===== config.mk =====
export PLATFORM = sky130hd
export DESIGN_NAME = acc_cpu
export DESIGN_NICKNAME = d
export VERILOG_FILES = /design/src/rtl/acc_cpu_pkg.sv /design/src/rtl/acc_cpu_decode.sv /design/src/rtl/acc_cpu_alu.sv /design/src/rtl/acc_cpu.sv
export SDC_FILE = /design/constraint.sdc
export NUM_CORES = 1
export LEC_CHECK = 0
export BUFFER_PORTS_ARGS = -buffer_cell sky130_fd_sc_hd__buf_4
export CORE_UTILIZATION = 45
export DETAILED_ROUTE_END_ITERATION = 7
export GPL_ROUTABILITY_DRIVEN = 1
export GPL_TIMING_DRIVEN = 1
export HOLD_SLACK_MARGIN = 0.08
export PLACE_DENSITY_LB_ADDON = 0.08
export SETUP_SLACK_MARGIN = 0.05
export SYNTH_ARGS = -nofsm -noshare
export SYNTH_HDL_FRONTEND = slang
export SYNTH_SLANG_ARGS = --single-unit

===== constraint.sdc =====
create_clock -name clk -period 5.9 [get_ports clk]
set_input_delay 0.295 -clock clk [delete_from_list [all_inputs] [get_ports clk]]
set_output_delay 0.295 -clock clk [all_outputs]
set_load 0.005 [all_outputs]

===== src/rtl/acc_cpu_pkg.sv =====
// Package: shared encodings for the accumulator core.
// Assumes a 4-bit operation code in the top bits of every instruction word.
package acc_cpu_pkg;

    localparam int OPC_W = 4;

    localparam logic [OPC_W-1:0] OP_LOAD  = 4'h0;
    localparam logic [OPC_W-1:0] OP_STORE = 4'h1;
    localparam logic [OPC_W-1:0] OP_ADD   = 4'h2;
    localparam logic [OPC_W-1:0] OP_SUB   = 4'h3;
    localparam logic [OPC_W-1:0] OP_JGE   = 4'h4;
    localparam logic [OPC_W-1:0] OP_JZ    = 4'h5;
    localparam logic [OPC_W-1:0] OP_JMP   = 4'h6;
    localparam logic [OPC_W-1:0] OP_LOADI = 4'h7;
    localparam logic [OPC_W-1:0] OP_HALT  = 4'hF;

    // Class of work an instruction needs after decode
    typedef enum logic [2:0] {
        K_MEMRD,
        K_STORE,
        K_JUMP,
        K_LOADI,
        K_HALT,
        K_NOP
    } op_kind_e;

    // Operation applied when a read operand returns
    typedef enum logic [1:0] {
        ALU_PASS,
        ALU_ADD,
        ALU_SUB
    } alu_op_e;

    // Sequencer states
    typedef enum logic [3:0] {
        S_FETCH,
        S_FREAD,
        S_FWAIT,
        S_DECODE,
        S_DREAD,
        S_DWAIT,
        S_EXEC,
        S_DWRITE,
        S_HALT
    } state_e;

endpackage


===== src/rtl/acc_cpu_decode.sv =====
// Module: hardwired instruction decode.
// Maps an operation code plus the accumulator sign and zero bits to a
// work class, an arithmetic selection and a jump-taken flag. Purely
// combinational; assumes the caller presents the code of the current
// instruction.
module acc_cpu_decode
    import acc_cpu_pkg::*;
(
    input  logic [OPC_W-1:0] opc,
    input  logic             ac_neg,
    input  logic             ac_zero,
    output op_kind_e         kind,
    output alu_op_e          alu_op,
    output logic             jump_taken
);

    // Decode table: code and status bits to control outputs
    always_comb begin
        kind       = K_NOP;
        alu_op     = ALU_PASS;
        jump_taken = 1'b0;
        case (opc)
            OP_LOAD:  begin kind = K_MEMRD; alu_op = ALU_PASS; end
            OP_STORE: kind = K_STORE;
            OP_ADD:   begin kind = K_MEMRD; alu_op = ALU_ADD; end
            OP_SUB:   begin kind = K_MEMRD; alu_op = ALU_SUB; end
            OP_JGE:   begin kind = K_JUMP; jump_taken = !ac_neg; end
            OP_JZ:    begin kind = K_JUMP; jump_taken = ac_zero; end
            OP_JMP:   begin kind = K_JUMP; jump_taken = 1'b1; end
            OP_LOADI: kind = K_LOADI;
            OP_HALT:  kind = K_HALT;
            default:  kind = K_NOP;
        endcase
    end

endmodule


===== src/rtl/acc_cpu_alu.sv =====
// Module: accumulator arithmetic unit.
// Passes, adds or subtracts the memory operand against the accumulator,
// wrapping modulo 2^DATA_W. Combinational.
module acc_cpu_alu
    import acc_cpu_pkg::*;
#(
    parameter int DATA_W = 16
) (
    input  alu_op_e           op,
    input  logic [DATA_W-1:0] acc,
    input  logic [DATA_W-1:0] opnd,
    output logic [DATA_W-1:0] result
);

    // Select the arithmetic result
    always_comb begin
        case (op)
            ALU_ADD: result = acc + opnd;
            ALU_SUB: result = acc - opnd;
            default: result = opnd;
        endcase
    end

endmodule


===== src/rtl/acc_cpu.sv =====
// Module: accumulator core top - sequencer, registers and memory port.
// Runs fetch / decode / execute forever from RESET_PC. Every memory access
// goes through the address buffer (mar_q) and data buffer (mbr_q). Assumes
// a synchronous memory that returns read data one cycle after mem_rd, and
// DATA_W = ADDR_W + 4.
module acc_cpu
    import acc_cpu_pkg::*;
#(
    parameter int                 DATA_W   = 16,
    parameter int                 ADDR_W   = 12,
    parameter logic [ADDR_W-1:0]  RESET_PC = 12'h100
) (
    input  logic              clk,
    input  logic              rst_n,
    output logic [ADDR_W-1:0] mem_addr,
    output logic [DATA_W-1:0] mem_wdata,
    input  logic [DATA_W-1:0] mem_rdata,
    output logic              mem_rd,
    output logic              mem_wr,
    output logic              halted
);

    localparam int          EXT_W = DATA_W - ADDR_W;
    localparam logic [ADDR_W-1:0] PC_STEP = {{(ADDR_W-1){1'b0}}, 1'b1};

    state_e            state_q;
    logic [ADDR_W-1:0] pc_q;
    logic [ADDR_W-1:0] mar_q;
    logic [DATA_W-1:0] mbr_q;
    logic [DATA_W-1:0] ir_q;
    logic [DATA_W-1:0] ac_q;

    logic [OPC_W-1:0]  opc_sel;
    logic [ADDR_W-1:0] operand;
    op_kind_e          kind;
    alu_op_e           alu_op;
    logic              jump_taken;
    logic [DATA_W-1:0] alu_res;

    // Decode reads the fresh word in S_DECODE, the held word afterwards
    always_comb begin
        opc_sel = (state_q == S_DECODE) ? mbr_q[DATA_W-1 -: OPC_W]
                                        : ir_q[DATA_W-1 -: OPC_W];
        operand = mbr_q[ADDR_W-1:0];
    end

    acc_cpu_decode u_decode (
        .opc        (opc_sel),
        .ac_neg     (ac_q[DATA_W-1]),
        .ac_zero    (ac_q == '0),
        .kind       (kind),
        .alu_op     (alu_op),
        .jump_taken (jump_taken)
    );

    acc_cpu_alu #(.DATA_W(DATA_W)) u_alu (
        .op     (alu_op),
        .acc    (ac_q),
        .opnd   (mbr_q),
        .result (alu_res)
    );

    // Memory port driven straight from the buffers and the state
    always_comb begin
        mem_addr  = mar_q;
        mem_wdata = mbr_q;
        mem_rd    = (state_q == S_FREAD) || (state_q == S_DREAD);
        mem_wr    = (state_q == S_DWRITE);
        halted    = (state_q == S_HALT);
    end

    // Sequencer and architectural registers
    always_ff @(posedge clk) begin
        if (!rst_n) begin
            state_q <= S_FETCH;
            pc_q    <= RESET_PC;
            mar_q   <= '0;
            mbr_q   <= '0;
            ir_q    <= '0;
            ac_q    <= '0;
        end else begin
            case (state_q)
                S_FETCH: begin
                    mar_q   <= pc_q;
                    state_q <= S_FREAD;
                end
                S_FREAD: begin
                    pc_q    <= pc_q + PC_STEP;
                    state_q <= S_FWAIT;
                end
                S_FWAIT: begin
                    mbr_q   <= mem_rdata;
                    state_q <= S_DECODE;
                end
                S_DECODE: begin
                    ir_q <= mbr_q;
                    case (kind)
                        K_MEMRD: begin
                            mar_q   <= operand;
                            state_q <= S_DREAD;
                        end
                        K_STORE: begin
                            mar_q   <= operand;
                            mbr_q   <= ac_q;
                            state_q <= S_DWRITE;
                        end
                        K_JUMP: begin
                            if (jump_taken) pc_q <= operand;
                            state_q <= S_FETCH;
                        end
                        K_LOADI: begin
                            ac_q    <= {{EXT_W{1'b0}}, operand};
                            state_q <= S_FETCH;
                        end
                        K_HALT:  state_q <= S_HALT;
                        default: state_q <= S_FETCH;
                    endcase
                end
                S_DREAD:  state_q <= S_DWAIT;
                S_DWAIT: begin
                    mbr_q   <= mem_rdata;
                    state_q <= S_EXEC;
                end
                S_EXEC: begin
                    ac_q    <= alu_res;
                    state_q <= S_FETCH;
                end
                S_DWRITE: state_q <= S_FETCH;
                S_HALT:   state_q <= S_HALT;
                default:  state_q <= S_FETCH;
            endcase
        end
    end

endmodule


-- Yosys cells after proc, flatten, opt, wreduce, memory -nomap -nowiden
Index checks and enable logic that the tools add are counted.
- add/subtract/negate cells: 3
- eq/ne operators: 27
- muxes and demuxes: 16
- reduce and logical (&&, ||, !) cells: 18
- operators with widths (operator ; number):
    $pmux W16 S2 ; 3
    $pmux W12 S2 ; 2
    $mux W12 ; 3
    $eq A4 B3 Y1 const B ; 8
    $mux W16 ; 2
    $pmux W4 S7 ; 1
    $add A16 B16 Y16 ; 1
    $eq A4 B2 Y1 const B ; 4
    $logic_not A16 Y1 ; 1
    $sub A16 B16 Y16 ; 1
    $pmux W3 S5 ; 1
    $add A12 B1 Y12 const B ; 1
    $pmux W4 S3 ; 1
    $eq A4 B1 Y1 const B ; 2
    $eq A4 B4 Y1 const B ; 2
    $logic_not A4 Y1 ; 2
    $reduce_bool A2 Y1 ; 4
    $eq A3 B2 Y1 const B ; 2
    $ne A2 B1 Y1 const B ; 3
    $reduce_and A2 Y1 ; 3
    $reduce_or A3 Y1 ; 2
    $mux W4 ; 1
    $ne A2 B2 Y1 const B ; 2
    $pmux W2 S2 ; 1
    other kinds (10) ; 11
- register bits: 76
- input port bits: 18
- output and inout bits: 31
- logic and storage cells: 70

-- Logic depth before layout (Yosys ltp)
- depth after elaboration: 9
- gate-level depth with buffers: 17
- mapped depth without buffers: 13

-- Hierarchy
From an unflattened synthesis, not the netlist that was laid out.
- cells, all modules: 569
- area, all modules: 4588.2 sq um
- by module, submodules not included (module ; times used ; cells each ; area an instance (sq um) ; seq. area each (sq um)):
    acc_cpu ; 1 ; 372 ; 3261.9 ; 1281.2
    acc_cpu_alu ; 1 ; 183 ; 1249.9 ; 0.0
    acc_cpu_decode ; 1 ; 14 ; 76.3 ; 0.0

-- Least setup slack after synthesis
OpenSTA, ideal clock, no wires.
- kind: reg-to-reg
- start point: register state_q[2]
- end point: register ac_q[14]
- setup time: 0.137 ns
- data arrival time: 3.720 ns
- data required time: 5.763 ns
- setup slack: 2.043 ns
- stages on the path, launching flop included: 17
- buffers on the path: 3
- period minus slack after synthesis: 3.857 ns
- cell sequence: dfxtp_1 > and4bb_2 > clkbuf_1 > buf_1 > nor4b_1 > o21ai_0 > ha_1 > clkbuf_1 > nor2_1 > xnor2_1 > ha_1 > nor2b_1 > o31ai_1 > a211o_1 > a221oi_1 > mux2i_1 > o221ai_1
- word-level cells in the longest chain between the ends: 8
- elaborated cells between the ends (all ways): 24
- classes of those cells: 14 x eq/ne; 5 x mux; 5 x reduce/logical
- ends and longest elaborated chain (what ; RTL line ; source):
    start, declared ; acc_cpu.sv:26 ; state_e state_q;
    start signal, assigned ; acc_cpu.sv:75 ; state_q <= S_FETCH;
    start signal, assigned ; acc_cpu.sv:85 ; state_q <= S_FREAD;
    start signal, assigned ; acc_cpu.sv:89 ; state_q <= S_FWAIT;
    $eq A4 B2 Y1 ; acc_cpu.sv:42, acc_cpu.sv:82 ;
    $mux W4 ; acc_cpu.sv:42 ; opc_sel = (state_q == S_DECODE) ? mbr_q[DATA_W-1 -: OPC_W]
    $eq A4 B3 Y1, or another cell as far along ; acc_cpu_decode.sv:22 ; case (opc)
    $reduce_or A3 Y1 (no source line) ; -- ;
    $pmux W3 S5 ; acc_cpu_decode.sv:22 ;
    $eq A3 B2 Y1 ; acc_cpu.sv:97 ; case (kind)
    $ne A2 B1 Y1 (no source line) ; -- ;
    $reduce_and A2 Y1 (no source line) ; -- ;
    end signal, assigned ; acc_cpu.sv:112 ; ac_q <= {{EXT_W{1'b0}}, operand};
    end signal, assigned ; acc_cpu.sv:125 ; ac_q <= alu_res;
    end, declared ; acc_cpu.sv:31 ; logic [DATA_W-1:0] ac_q;
Several ways; a longest one is shown, not always the timed one.
A chain may end at the register's enable or synchronous reset.

-- Worst setup path in the final report
- start point: register state_q[0]
- end point: register ac_q[14]
Same word-level chain as after synthesis.

==> flow_summary.yaml <==
cts:
  clk_pin_slew_worst_paths_ps: 80
  cts_resized: 0
  cts.sinks: 64
  clk-insertion-delay-late_ps: 340
  cts_tree: "yes"
  cts_buffer_depth: 2
  postCtsSetupRepairBufs: 0
  cts.hold.buffers_added: 0
  h-tree-depth: 3
  cts_made_buffers: 9
  cts_root_buf: "clkbuf_8"
sta:
  post-route-min-period_ps: 4630
  fin_crit_sh: 0.785
  hold_viol_final: 0
  setup_tns_ps: 0
  clock_skew_ps: 14.5
  setup_viol: 0
  clock.fmax_ghz: 0.216
  tightest_slew_ps: 1280
  fin_ws_ps: 1270
  rsz0062_at_grt: "no"
  maxSlewHeadroom: 0.144
  drv_slew: 0
grt:
  gr-usage-all-layers: 0.253
  antenna_found_initial: 0
  grt_pass1_wl_um: 19900
  grt.overflow.total: 0
  first_global_vias: 3974
  grt_max_degree: 33
synth:
  yosys.area_share.simple: 0.264
  synth_area_leaders: "dfxtp_1, nand2_1, ha_1"
  synth_edf_count: 0
  synth_mux_area_frac: 0.00972
  ys_types: 65
  synth_top_family_by_area: "compound AO/OA/AOI/OAI gates"
  ys_seq_area_frac: 0.302
  synth_top_cell_by_area: "dfxtp_1"
  synth_compound_area_frac: 0.269
  yosys.area_share.adder: 0.0577
  synth_area_um2: 4250
  synth_top_area_share: 0.302
  synthArstFlopShare: 0
  synth.avg_cell_area_um2: 7.49
  synthCells: 567
  synth_ff_type: "dfxtp_1"
  synth_nets: 604
  synthXorXnorAreaFrac: 0.0433
  ys_ff_latch: 64
  ys_warn_count: 0
layout:
  utilization: 0.523
  area_growth_pct: 13.2
  seqCellArea_um2: 1280
  final_cells: 705
  stdcell_area_um2: 4810
  multi_input_area_um2: 2740
  final_common_cell: "nand2_1"
  fin_nets: 627
  drive_above_1_share: 0.135
  layout_common_cells: "nand2_1, dfxtp_1, nor2_1, buf_4, a21oi_1"
  n_antenna_cell: 0
  fillers: 910
detailed_routing:
  vias_per_cell: 6.06
  drc: 0
  dr.pass1.iters: 5
  wirelength_um: 12100
  drt_iter0_markers: 219
  num_vias: 4272
  drt.antenna.violating_nets: 0
  wl_per_cell_um: 17.2
critical_path:
  start_kind: "flop"
  arrival_ps: 4830
  criticalPathCategory: "reg -> reg"
  endpoint_kind: "flop"
  critical_path.max_fanout: 31
  cp.required_ps: 6100
die:
  initial_utilization: 0.462
  io_pins: 49
  fp.dieW_um: 99.2
  dieHeight_um: 99.2
  core-area_um2: 9200
  row_count: 35
  dieArea_um2: 9830
placement:
  place_inst: 690
  dpl-instance-area_um2: 4620
  dp_hpwl_um: 8560
  dp_slack_ps: 1350
  place.gp.congestion: 0.895
  portBuffers: 48
power:
  vdd_drop_max_uv: 124
  p_leak_nw: 1.75
  powerDensity_nw_per_um2: 264
worst_hold_path:
  hold_path_class: "in -> reg"
outcome:
  status: "completed"
job:
  max_cap_violations: 0
## logic make-up (layout without fill, tap and decap cells)
kind of cell               after synthesis  count (layout)
and+or+nand+nor                        233             233
AOI/OAI and AO/OA                      168             168
DFF                                     64              64
buffers and inverters                   58              85
xor gates and xnor gates                21              21
adders and majority gates               19              19
muxes                                    4               4
## final timing paths
| kind | startpoint | end | slack (ps) | depth (start not counted) |
|---|---|---|---|---|
| hold reg to reg | ir_q[14] | ir_q[14] | 470 | 2 |
| hold / removal | mem_rdata[13] | mem_wdata[13] | 250 | 3 |
| setup reg to reg | state_q[0] | ac_q[14] | 1270 | 12 |
| setup / recovery | state_q[0] | ac_q[14] | 1270 | 12 |
## sequential cells by signal, summed over array words and instances, names as in the netlist
name	flops
mem_wdata	16
pc_q	12
state_q	4
ac_q	16
mem_addr	12
ir_q	4
## metal layers
layer / vias up / GRT usage / part of all wire
li1: 2111 / - / -
met1: 2016 / 0.343 / 0.47
met2: 130 / 0.430 / 0.47
met3: 15 / 0.0246 / 0.051
met4: 0 / 0.0758 / 0.013
met5: - / 0 / 0
## final cells by class
type                            count  share of cell area
Timing Repair Buffer               53              0.0827
Clock inverter                      6              0.0127
Inverter                           17              0.0133
Multi-Input combinational cell    445               0.570
Tap cell                          111              0.0289
Sequential cell                    64               0.266
Clock buffer                        9              0.0258
## power breakdown
group	total, mW	switching, mW	internal (mW)
Clock	0.372	0.181	0.191
Combinational	0.402	0.222	0.180
Sequential	0.497	0.0410	0.456
Total	1.27	0.444	0.828
## through the flow
step,hold slack [ps],total power [mW]
6_report,253,1.27
5_1_grt,263,1.35
4_1_cts,246,1.28
3_5_place_dp,459,0.905
3_3_place_gp,451,0.898
2_1_floorplan,432,0.794
## worst max-delay path, stage by stage (launching register included)
cell	delay, ps
dfxtp_1	540
and4bb_2	720
mux2i_1	210
o21ba_2	270
ha_1	460
mux2_2	430
fa_1	410
nor2b_1	260
o31ai_1	130
a211o_1	320
a221oi_1	380
mux2i_1	220
o221ai_1	120
## synthesized netlist by cell type, drive strengths merged, types with 15 or more instances
cell and n:
inv 17, o21ai 34, xnor2 20, dfxtp 64, a21oi 40, clkbuf 36
nor2 60, nor3 15, nand2 88, a311oi 23, ha 18
Note: power is estimated with default switching activity, not from simulation.
